==> config.mk <==
export PLATFORM = sky130hd
export DESIGN_NAME = cell_raster_addr
export DESIGN_NICKNAME = d
export VERILOG_FILES = /design/src/rtl/cra_pkg.sv /design/src/rtl/cra_sync_edge.sv /design/src/rtl/cra_hscan.sv /design/src/rtl/cra_vscan.sv /design/src/rtl/cell_raster_addr.sv
export SDC_FILE = /design/constraint.sdc
export NUM_CORES = 1
export LEC_CHECK = 0
export BUFFER_PORTS_ARGS = -buffer_cell sky130_fd_sc_hd__buf_4
export CORE_MARGIN = 2
export CORE_UTILIZATION = 29
export CTS_BUF_LIST = sky130_fd_sc_hd__clkbuf_8
export CTS_CLUSTER_DIAMETER = 40
export DETAILED_ROUTE_END_ITERATION = 6
export PLACE_DENSITY_LB_ADDON = 0.25
export SYNTH_ARGS = -nofsm -noshare
export SYNTH_HDL_FRONTEND = slang
export SYNTH_SLANG_ARGS = --single-unit
==> constraint.sdc <==
create_clock -name clk -period 4 [get_ports clk]
set_clock_uncertainty 0.2 [all_clocks]
set_input_delay 1.2 -clock clk [delete_from_list [all_inputs] [get_ports clk]]
set_output_delay 1.2 -clock clk [all_outputs]
set_load 0.005 [all_outputs]
==> src/rtl/cra_pkg.sv <==
package cra_pkg;

    typedef enum logic [1:0] {
        H_WAIT,
        H_RUN,
        H_DONE
    } hstate_t;

    typedef enum logic [1:0] {
        V_WAIT,
        V_TEXT,
        V_GAP,
        V_DONE
    } vstate_t;

    // Number of blank bands that follow once `done` text rows are complete.
    function automatic logic [1:0] gaps_after(input logic [2:0] code, input int done, input int rows);
        if (code == 3'd0) begin
            return 2'd0;
        end
        if (code[2:1] == 2'b11) begin
            if (done == rows / 2) begin
                return code[0] ? 2'd2 : 2'd1;
            end
            return 2'd0;
        end
        if (done == int'(code) || done == rows - int'(code)) begin
            return 2'd1;
        end
        return 2'd0;
    endfunction

endpackage

==> src/rtl/cra_sync_edge.sv <==
module cra_sync_edge (
    input  logic clk,
    input  logic rst_n,
    input  logic sync_in,
    input  logic active_high,
    output logic edge_pulse
);
    logic asserted;
    logic asserted_q;

    assign asserted = (sync_in == active_high);

    always_ff @(posedge clk or negedge rst_n) begin
        if (!rst_n) begin
            asserted_q <= 1'b0;
        end else begin
            asserted_q <= asserted;
        end
    end

    assign edge_pulse = asserted & ~asserted_q;
endmodule

==> src/rtl/cra_hscan.sv <==
module cra_hscan
    import cra_pkg::*;
#(
    parameter int COLS     = 24,
    parameter int CELL_W   = 12,
    parameter int POS_W    = 10,
    parameter int SIZE_W   = 2,
    parameter int H_OFFSET = 6,
    localparam int CNT_W   = POS_W + 1,
    localparam int COL_W   = $clog2(COLS),
    localparam int DOT_W   = $clog2(CELL_W)
) (
    input  logic              clk,
    input  logic              rst_n,
    input  logic              line_start,
    input  logic [POS_W-1:0]  h_start,
    input  logic [SIZE_W-1:0] h_size,
    output logic              h_on,
    output logic [COL_W-1:0]  col_o,
    output logic [DOT_W-1:0]  dot_o
);
    hstate_t            st, st_n;
    logic [CNT_W-1:0]   hcnt;
    logic [CNT_W-1:0]   hstart;
    logic [SIZE_W-1:0]  rep;
    logic [DOT_W-1:0]   dot;
    logic [COL_W-1:0]   col;
    logic               rep_last, dot_last, col_last;

    assign hstart   = CNT_W'(h_start) + CNT_W'(H_OFFSET) + CNT_W'(h_size);
    assign rep_last = (rep == h_size);
    assign dot_last = (dot == DOT_W'(CELL_W - 1));
    assign col_last = (col == COL_W'(COLS - 1));

    // Next-state logic
    always_comb begin
        st_n = st;
        unique case (st)
            H_WAIT:  if (hcnt == hstart - 1'b1) st_n = H_RUN;
            H_RUN:   if (rep_last && dot_last && col_last) st_n = H_DONE;
            H_DONE:  st_n = H_DONE;
            default: st_n = H_DONE;
        endcase
        if (line_start) begin
            st_n = H_WAIT;
        end
    end

    // State register
    always_ff @(posedge clk or negedge rst_n) begin
        if (!rst_n) begin
            st <= H_DONE;
        end else begin
            st <= st_n;
        end
    end

    // Position counters
    always_ff @(posedge clk or negedge rst_n) begin
        if (!rst_n) begin
            hcnt <= '0;
            rep  <= '0;
            dot  <= '0;
            col  <= '0;
        end else if (line_start) begin
            hcnt <= '0;
            rep  <= '0;
            dot  <= '0;
            col  <= '0;
        end else begin
            if (hcnt != '1) begin
                hcnt <= hcnt + 1'b1;
            end
            if (st == H_RUN) begin
                if (rep_last) begin
                    rep <= '0;
                    if (dot_last) begin
                        dot <= '0;
                        col <= col_last ? '0 : col + 1'b1;
                    end else begin
                        dot <= dot + 1'b1;
                    end
                end else begin
                    rep <= rep + 1'b1;
                end
            end
        end
    end

    // Outputs
    always_comb begin
        h_on  = (st == H_RUN);
        col_o = col;
        dot_o = dot;
    end
endmodule

==> src/rtl/cra_vscan.sv <==
module cra_vscan
    import cra_pkg::*;
#(
    parameter int ROWS    = 12,
    parameter int CELL_H  = 18,
    parameter int POS_W   = 10,
    parameter int SIZE_W  = 2,
    localparam int ROW_W  = $clog2(ROWS),
    localparam int SCAN_W = $clog2(CELL_H)
) (
    input  logic              clk,
    input  logic              rst_n,
    input  logic              frame_start,
    input  logic              line_start,
    input  logic [POS_W-1:0]  v_start,
    input  logic [SIZE_W-1:0] v_size,
    input  logic [2:0]        gap_mode,
    output logic              v_on,
    output logic [ROW_W-1:0]  row_o,
    output logic [SCAN_W-1:0] scan_o
);
    vstate_t            st, st_n;
    logic [POS_W-1:0]   lcnt;
    logic [SIZE_W-1:0]  vrep;
    logic [SCAN_W-1:0]  scan;
    logic [ROW_W-1:0]   row;
    logic [1:0]         gaps_left;
    logic [1:0]         gap_n;
    logic               scan_last, row_end, row_last, start_hit;

    assign scan_last = (scan == SCAN_W'(CELL_H - 1));
    assign row_end   = (vrep == v_size) && scan_last;
    assign row_last  = (row == ROW_W'(ROWS - 1));
    assign start_hit = ({1'b0, lcnt} + 1'b1) == {1'b0, v_start};
    assign gap_n     = gaps_after(gap_mode, int'(row) + 1, ROWS);

    // Next-state logic, advanced once per scan line
    always_comb begin
        st_n = st;
        if (frame_start) begin
            st_n = V_WAIT;
        end else if (line_start) begin
            unique case (st)
                V_WAIT:  if (start_hit) st_n = V_TEXT;
                V_TEXT: begin
                    if (row_end) begin
                        if (row_last)          st_n = V_DONE;
                        else if (gap_n != '0)  st_n = V_GAP;
                        else                   st_n = V_TEXT;
                    end
                end
                V_GAP:   if (row_end && gaps_left == 2'd1) st_n = V_TEXT;
                V_DONE:  st_n = V_DONE;
                default: st_n = V_DONE;
            endcase
        end
    end

    // State register
    always_ff @(posedge clk or negedge rst_n) begin
        if (!rst_n) begin
            st <= V_DONE;
        end else begin
            st <= st_n;
        end
    end

    // Line, scan and row counters
    always_ff @(posedge clk or negedge rst_n) begin
        if (!rst_n) begin
            lcnt      <= '0;
            vrep      <= '0;
            scan      <= '0;
            row       <= '0;
            gaps_left <= '0;
        end else if (frame_start) begin
            lcnt      <= '0;
            vrep      <= '0;
            scan      <= '0;
            row       <= '0;
            gaps_left <= '0;
        end else if (line_start) begin
            if (lcnt != '1) begin
                lcnt <= lcnt + 1'b1;
            end
            if (st == V_TEXT || st == V_GAP) begin
                if (vrep == v_size) begin
                    vrep <= '0;
                    scan <= scan_last ? '0 : scan + 1'b1;
                end else begin
                    vrep <= vrep + 1'b1;
                end
            end
            if (st == V_TEXT && row_end && !row_last) begin
                row       <= row + 1'b1;
                gaps_left <= gap_n;
            end
            if (st == V_GAP && row_end) begin
                gaps_left <= gaps_left - 1'b1;
            end
        end
    end

    // Outputs
    always_comb begin
        v_on   = (st == V_TEXT);
        row_o  = row;
        scan_o = scan;
    end
endmodule

==> src/rtl/cell_raster_addr.sv <==
module cell_raster_addr #(
    parameter int COLS     = 24,
    parameter int ROWS     = 12,
    parameter int CELL_W   = 12,
    parameter int CELL_H   = 18,
    parameter int POS_W    = 10,
    parameter int SIZE_W   = 2,
    parameter int H_OFFSET = 6,
    localparam int ADDR_W  = $clog2(COLS * ROWS),
    localparam int COL_W   = $clog2(COLS),
    localparam int ROW_W   = $clog2(ROWS),
    localparam int DOT_W   = $clog2(CELL_W),
    localparam int SCAN_W  = $clog2(CELL_H)
) (
    input  logic              clk,
    input  logic              rst_n,
    input  logic              hsync_in,
    input  logic              vsync_in,
    input  logic              hsync_high,
    input  logic              vsync_high,
    input  logic [POS_W-1:0]  h_start,
    input  logic [SIZE_W-1:0] h_size,
    input  logic [POS_W-1:0]  v_start,
    input  logic [SIZE_W-1:0] v_size,
    input  logic [2:0]        row_gap_mode,
    output logic              disp_active,
    output logic [ADDR_W-1:0] ram_addr,
    output logic [DOT_W-1:0]  dot_col,
    output logic [SCAN_W-1:0] scan_row
);
    logic [1:0]        sync_raw, sync_pol, sync_edge;
    logic              h_on, v_on;
    logic [COL_W-1:0]  col;
    logic [DOT_W-1:0]  dot;
    logic [ROW_W-1:0]  row;
    logic [SCAN_W-1:0] scan;

    assign sync_raw = {vsync_in, hsync_in};
    assign sync_pol = {vsync_high, hsync_high};

    for (genvar g = 0; g < 2; g++) begin : g_sync
        cra_sync_edge u_edge (
            .clk        (clk),
            .rst_n      (rst_n),
            .sync_in    (sync_raw[g]),
            .active_high(sync_pol[g]),
            .edge_pulse (sync_edge[g])
        );
    end

    cra_hscan #(
        .COLS(COLS), .CELL_W(CELL_W), .POS_W(POS_W), .SIZE_W(SIZE_W), .H_OFFSET(H_OFFSET)
    ) u_hscan (
        .clk       (clk),
        .rst_n     (rst_n),
        .line_start(sync_edge[0]),
        .h_start   (h_start),
        .h_size    (h_size),
        .h_on      (h_on),
        .col_o     (col),
        .dot_o     (dot)
    );

    cra_vscan #(
        .ROWS(ROWS), .CELL_H(CELL_H), .POS_W(POS_W), .SIZE_W(SIZE_W)
    ) u_vscan (
        .clk        (clk),
        .rst_n      (rst_n),
        .frame_start(sync_edge[1]),
        .line_start (sync_edge[0]),
        .v_start    (v_start),
        .v_size     (v_size),
        .gap_mode   (row_gap_mode),
        .v_on       (v_on),
        .row_o      (row),
        .scan_o     (scan)
    );

    always_comb begin
        disp_active = h_on & v_on;
        if (disp_active) begin
            ram_addr = ADDR_W'(row) * ADDR_W'(COLS) + ADDR_W'(col);
            dot_col  = dot;
            scan_row = scan;
        end else begin
            ram_addr = '0;
            dot_col  = '0;
            scan_row = '0;
        end
    end
endmodule

After elaboration in Yosys (flattened, before gate mapping)
Index checks and enable logic that the tools add are counted.
{"block": "word_totals", "reg_bits": 51, "in_bits": 33, "output_inout_bits": 19}
{"block": "classes", "n_reduce_logical": 33, "n_bitwise": 5, "n_mul": 1, "muxes": 66, "n_eq_ne": 26, "add_sub_neg": 16}
{"operator": "2-bit 2-to-1 mux", "n": 30}
{"operator": "5-bit 2-to-1 mux", "n": 11}
{"operator": "32-bit == test", "n": 1}
{"operator": "32-bit by 4-bit == test with 1-bit output", "n": 1}
{"operator": "32-bit by 4-bit == test with 1-bit output (second input constant)", "n": 1}
{"operator": "4-bit 2-to-1 mux", "n": 8}
{"operator": "10-bit 2-to-1 mux", "n": 3}
{"operator": "11-bit 2-to-1 mux", "n": 2}
{"operator": "2-bit nonzero test", "n": 10}
{"operator": "2-bit AND reduction", "n": 6}
{"operator": "10-bit by 1-bit adder with 11-bit output (second input constant)", "n": 1}
{"operator": "10-bit by 3-bit adder with 11-bit output (second input constant)", "n": 1}
{"operator": "11-bit by 1-bit adder with 11-bit output (second input constant)", "n": 1}
{"operator": "11-bit by 2-bit adder with 11-bit output", "n": 1}
{"operator": "11-bit by 10-bit == test with 1-bit output", "n": 1}
{"operator": "11-bit == test", "n": 1}
{"operator": "11-bit != test (second input constant)", "n": 1}
{"operator": "11-bit by 1-bit subtractor with 11-bit output (second input constant)", "n": 1}
{"operator": "10-bit by 1-bit adder with 10-bit output (second input constant)", "n": 1}
{"operator": "5-bit by 1-bit adder with 5-bit output (second input constant)", "n": 2}
{"operator": "5-bit == test (second input constant)", "n": 2}
{"operator": "10-bit != test (second input constant)", "n": 1}
{"operator": "9-bit by 5-bit adder with 9-bit output", "n": 1}
{"operator": "1-bit 2-to-1 mux", "n": 9}
{"operator": "other kinds (26)", "n": 50}

Longest topological paths before layout
{"block": "depth", "word_depth": 18, "depth_mapped": 9, "depth_no_buf": 9}

Modules after synthesis
Synthesis repeated with hierarchy kept, for this count alone.
{"block": "hier_totals", "cells_unflattened": 472, "hier_area_um2": 4152.7}
{"mod": "cra_vscan", "cells_each": 232, "seq_area_each_um2": 628.1, "n_inst": 1, "area_per_inst_um2": 2023.2}
{"mod": "cra_hscan", "cells_each": 181, "seq_area_each_um2": 601.8, "n_inst": 1, "area_per_inst_um2": 1634.1}
{"mod": "cell_raster_addr", "cells_each": 53, "seq_area_each_um2": 0.0, "n_inst": 1, "area_per_inst_um2": 410.4}
{"mod": "cra_sync_edge", "cells_each": 3, "seq_area_each_um2": 25.0, "n_inst": 2, "area_per_inst_um2": 42.5}

Worst setup path before layout
OpenSTA, ideal clock, no wires.
{"block": "synth_timing", "path_kind": "register to output", "startpoint": "register u_vscan.row[0], in the netlist u_vscan.row_o[0]", "endpoint": "output ram_addr[8]", "required_ns": 2.600, "stages_incl_launch_ff": 8, "path_buffers": 1, "setup_slack_ns": 0.303, "t_arrival_ns": 2.297, "path_cell_list": "dfrtp_1 > ha_1 > buf_2 > inv_1 > fa_1 > or4b_2 > a211o_1 > nand3_1"}
{"block": "synth_via", "elab_chain_len": 3}
{"item": "start, declared", "line_no": "cra_vscan.sv:26", "source": "logic [ROW_W-1:0] row;"}
{"item": "start signal, assigned", "line_no": "cra_vscan.sv:95", "source": "row <= row + 1'b1;"}
{"item": "4-bit by 2-bit multiplier with 6-bit output", "line_no": "cell_raster_addr.sv:82", "source": "ram_addr = ADDR_W'(row) * ADDR_W'(COLS) + ADDR_W'(col);"}
{"item": "9-bit by 5-bit adder with 9-bit output", "line_no": "cell_raster_addr.sv:82"}
{"item": "9-bit 2-to-1 mux", "line_no": "cell_raster_addr.sv:81", "source": "if (disp_active) begin"}
{"item": "end, declared", "line_no": "cell_raster_addr.sv:27", "source": "output logic [ADDR_W-1:0] ram_addr,"}
Every way passes these cells.

Worst setup path after layout
{"block": "layout_timing", "startpoint": "register u_vscan.row[1], in the netlist u_vscan.row_o[1]", "endpoint": "output ram_addr[8]"}
The elaborated chain is that of the path after synthesis.

==> metrics.txt <==
main combinational cell family by area after synthesis simple AND/OR/NAND/NOR gates; Syn Area/Cell 8.51 µm²; WP data required approximately 2.6 ns; storage element area 1280 µm²; global placement routability congestion 0.830; final slew viol count 0; Core Footprint roughly 13,000 µm²; Post-synth EDFFs 0; mapped cell area 4000 µm²; initial core utilization between 20% and 30%; Fill cells between 1,000 and 1,500; HPWL Detailed around 7.0 mm; Sink Count between 50 and 60; status finished, final reports clean; register area share after synthesis 32.0%; final hold vios 0; Max Root-Sink Buffers 2; Yosys warnings 0; Die Y 121 µm; Vias 3,413; CP peak stage delay 0.65 ns; initial antenna violation count 0; Netlist cell types 62; die area about 15,000 µm²; # DRC 0; Slowest-stage cell, CP or4b_2; Tot GR Track Use ~13%; vias per inst 4.90; Post-Synth Adder-Cell Area 8.95%; startpoint types flop; flops & latches, synth roughly 50; CTS Buf Count 5; setup TNS 0 ns; hold-fix buffer count after cts 0; commonest non-fill, non-tap cell in the layout buf_4; largest net degree at the start of global routing 52; total power approximately 0.0014 W; final-stage net count 578; primary flip-flop cell chosen by synthesis mapping dfrtp_1; Max VDD drop roughly 0.12 mV; Final Critical Period 3.88 ns; syn_nets 529; Critical Path End Type output pin; # port buffers 51; Core Util, Final 35.1%; Clock Tree Root clkbuf_8; multi-input logic area around 2500 µm²; DRT Pass-1 Iters 5; Post-synth ARST share 100%; Wirelength per Cell 13.1 µm; Ant. Diodes 0; unrepaired setup endpoints after global routing no; Clock Latency Late Sink 0.30 ns; Worst path top cell family by delay simple AND/OR/NAND/NOR gates; CP bufs+invs 2; worst endpoint data arrival time 2.48 ns; Max FO, Critical Path 7; Worst-path clk slew 0.09 ns; Post-DRT Antenna Nets 0; CTS tree yes; f_max 258 MHz; Post-Syn Instances 470; die span in x 121 µm; most frequent cells in the layout 58 x buf_4, 52 x nor2_1, 47 x dfrtp_1, 41 x nand2_1, 30 x xnor2_1; worst path cell trace ha_1 -> inv_1 -> fa_2 -> or4b_2 -> a211o_1 -> nand3_1 -> buf_4; xor/xnor share of the synthesized area 12.9%; vias in the first global route 3,235; max-cap viol count 0; leak pwr 2.11 nW; IO Count 52; Compound-Gate Fraction of Synth Area 15.1%; final instance area approximately 4700 µm²; Least-Margin Pin Slew 0.667 ns; Iteration-0 DRC Markers 150; PD cells roughly 300 nW/µm²; # setup viols final 0; post-synthesis mux area share 1.53%; Rel. slew slack 55.3%; Simple-Gate Fraction of Synth Area 25.1%; # rows 42; htree depth 2; critical path type flop to output pin; Synth-to-Final Area Change 17.1%; total grt overflow 0; final wirelength 9.15 mm; Hold/Removal Path Class flop to flop; layout cells sized above 1 between 10% and 20%; fin crit share 96.9%; first-pass GRT wire length 15.2 mm; Placed Instance Area roughly 4600 µm²
stage by stage:
| stage | hold slack (ns) | instances | worst slack [ns] |
|---|---|---|---|
| after floorplan | 0.251 | 470 | 0.303 |
| after global placement | 0.277 | 687 | 0.394 |
| after detailed placement | 0.298 | 687 | 0.360 |
| after CTS | 0.311 | 695 | 0.00822 |
| after global routing | 0.349 | 696 | 0.00226 |
| final | 0.310 | 696 | 0.124 |
registers in the layout (all words and copies together), names as in the netlist:
| name | count |
|---|---|
| u_hscan.rep | 2 |
| u_hscan.dot_o | 4 |
| u_hscan.col_o | 5 |
| u_vscan.st | 2 |
| g_sync.u_edge.asserted_q | 2 |
| u_vscan.scan_o | 5 |
| u_vscan.vrep | 2 |
| u_vscan.row_o | 4 |
| u_hscan.hcnt | 11 |
| u_hscan.st | 2 |
| u_vscan.lcnt | 10 |
| u_vscan.gaps_left | 2 |
power breakdown:
group	internal (W)	total (W)	leakage, nW	switching (W)
clock	0.000140	0.000315	0.0526	0.000175
sequential	0.000594	0.000697	0.675	0.000103
combinational	0.000177	0.000366	1.38	0.000189
layer usage:
| layer | global-route usage (%) | part of all wire [%] | up-vias |
|---|---|---|---|
| met5 | 0 | 0 | - |
| met4 | 3.23 | 0.80 | 0 |
| met3 | 1.60 | 2.6 | 4 |
| met2 | 20.9 | 46 | 42 |
| met1 | 17.3 | 50 | 1618 |
| li1 | - | - | 1749 |
kinds of logic (layout without fill, tap and decap cells):
logic type      Yosys count  in the layout
fa+ha+maj                27             27
flops                    51             51
simple gates            194            194
xor+xnor                 58             58
compound gates           90             90
mux                       6              6
buf+inv                  44             94
cells in the mapped netlist (4+ instances only):
library cell	n	area share, %
ha_1	23	7.2
a22o_1	4	0.88
nand4_1	9	1.4
nor3_1	6	0.75
o31ai_1	9	1.7
nor2b_1	8	1.3
dfrtp_1	48	30
a31oi_1	8	1.3
nand2b_1	10	1.6
nor2_1	52	4.9
buf_2	5	0.63
nor3b_1	4	0.75
nand3_1	17	2.1
inv_1	28	2.6
xor2_1	27	5.9
a21oi_1	22	2.8
nand2_1	41	3.8
a211o_1	4	0.88
clkbuf_1	10	0.94
mux2i_1	5	1.3
xnor2_1	30	6.6
o2111ai_1	4	0.88
o21ai_0	21	2.6
and3_1	21	3.3
final timing paths:
| kind | from | end | slack [ns] | cells after the start |
|---|---|---|---|---|
| hold / removal | u_vscan.scan_o[4] | u_vscan.scan_o[4] | 0.31 | 1 |
| setup reg to reg | u_vscan.row_o[0] | u_vscan.st[1] | 1.59 | 8 |
| max in group asynchronous | rst_n | u_vscan.row_o[2] | 2.38 | 1 |
| hold reg to reg | u_vscan.scan_o[4] | u_vscan.scan_o[4] | 0.31 | 1 |
| setup / recovery | u_vscan.row_o[1] | ram_addr[8] | 0.12 | 7 |
| min in group asynchronous | rst_n | u_vscan.lcnt[1] | 0.71 | 1 |
area by class of cell:
type                       count  area share, %
multi-input combinational    375           54.4
sequential                    51           27.4
timing repair buffer          58           9.30
tap                          176           4.70
inverter                      28           2.24
clock buffer                   6           1.76
clock inverter                 2          0.267
timing repair:
item,CTS,global route
buffers inserted,0,1
gates resized for setup,0,2
endpoints found under the setup margin,0,1
worst reg2reg max path: cells and delay by family, from the launching register on:
kind            cells  cell delay (ns)
flops               1             0.39
xor+xnor            1             0.18
simple gates        1             0.09
fa+ha+maj           1             0.39
compound gates      4             0.91
buf+inv             1             0.17
(Power assumes the default switching activity.)
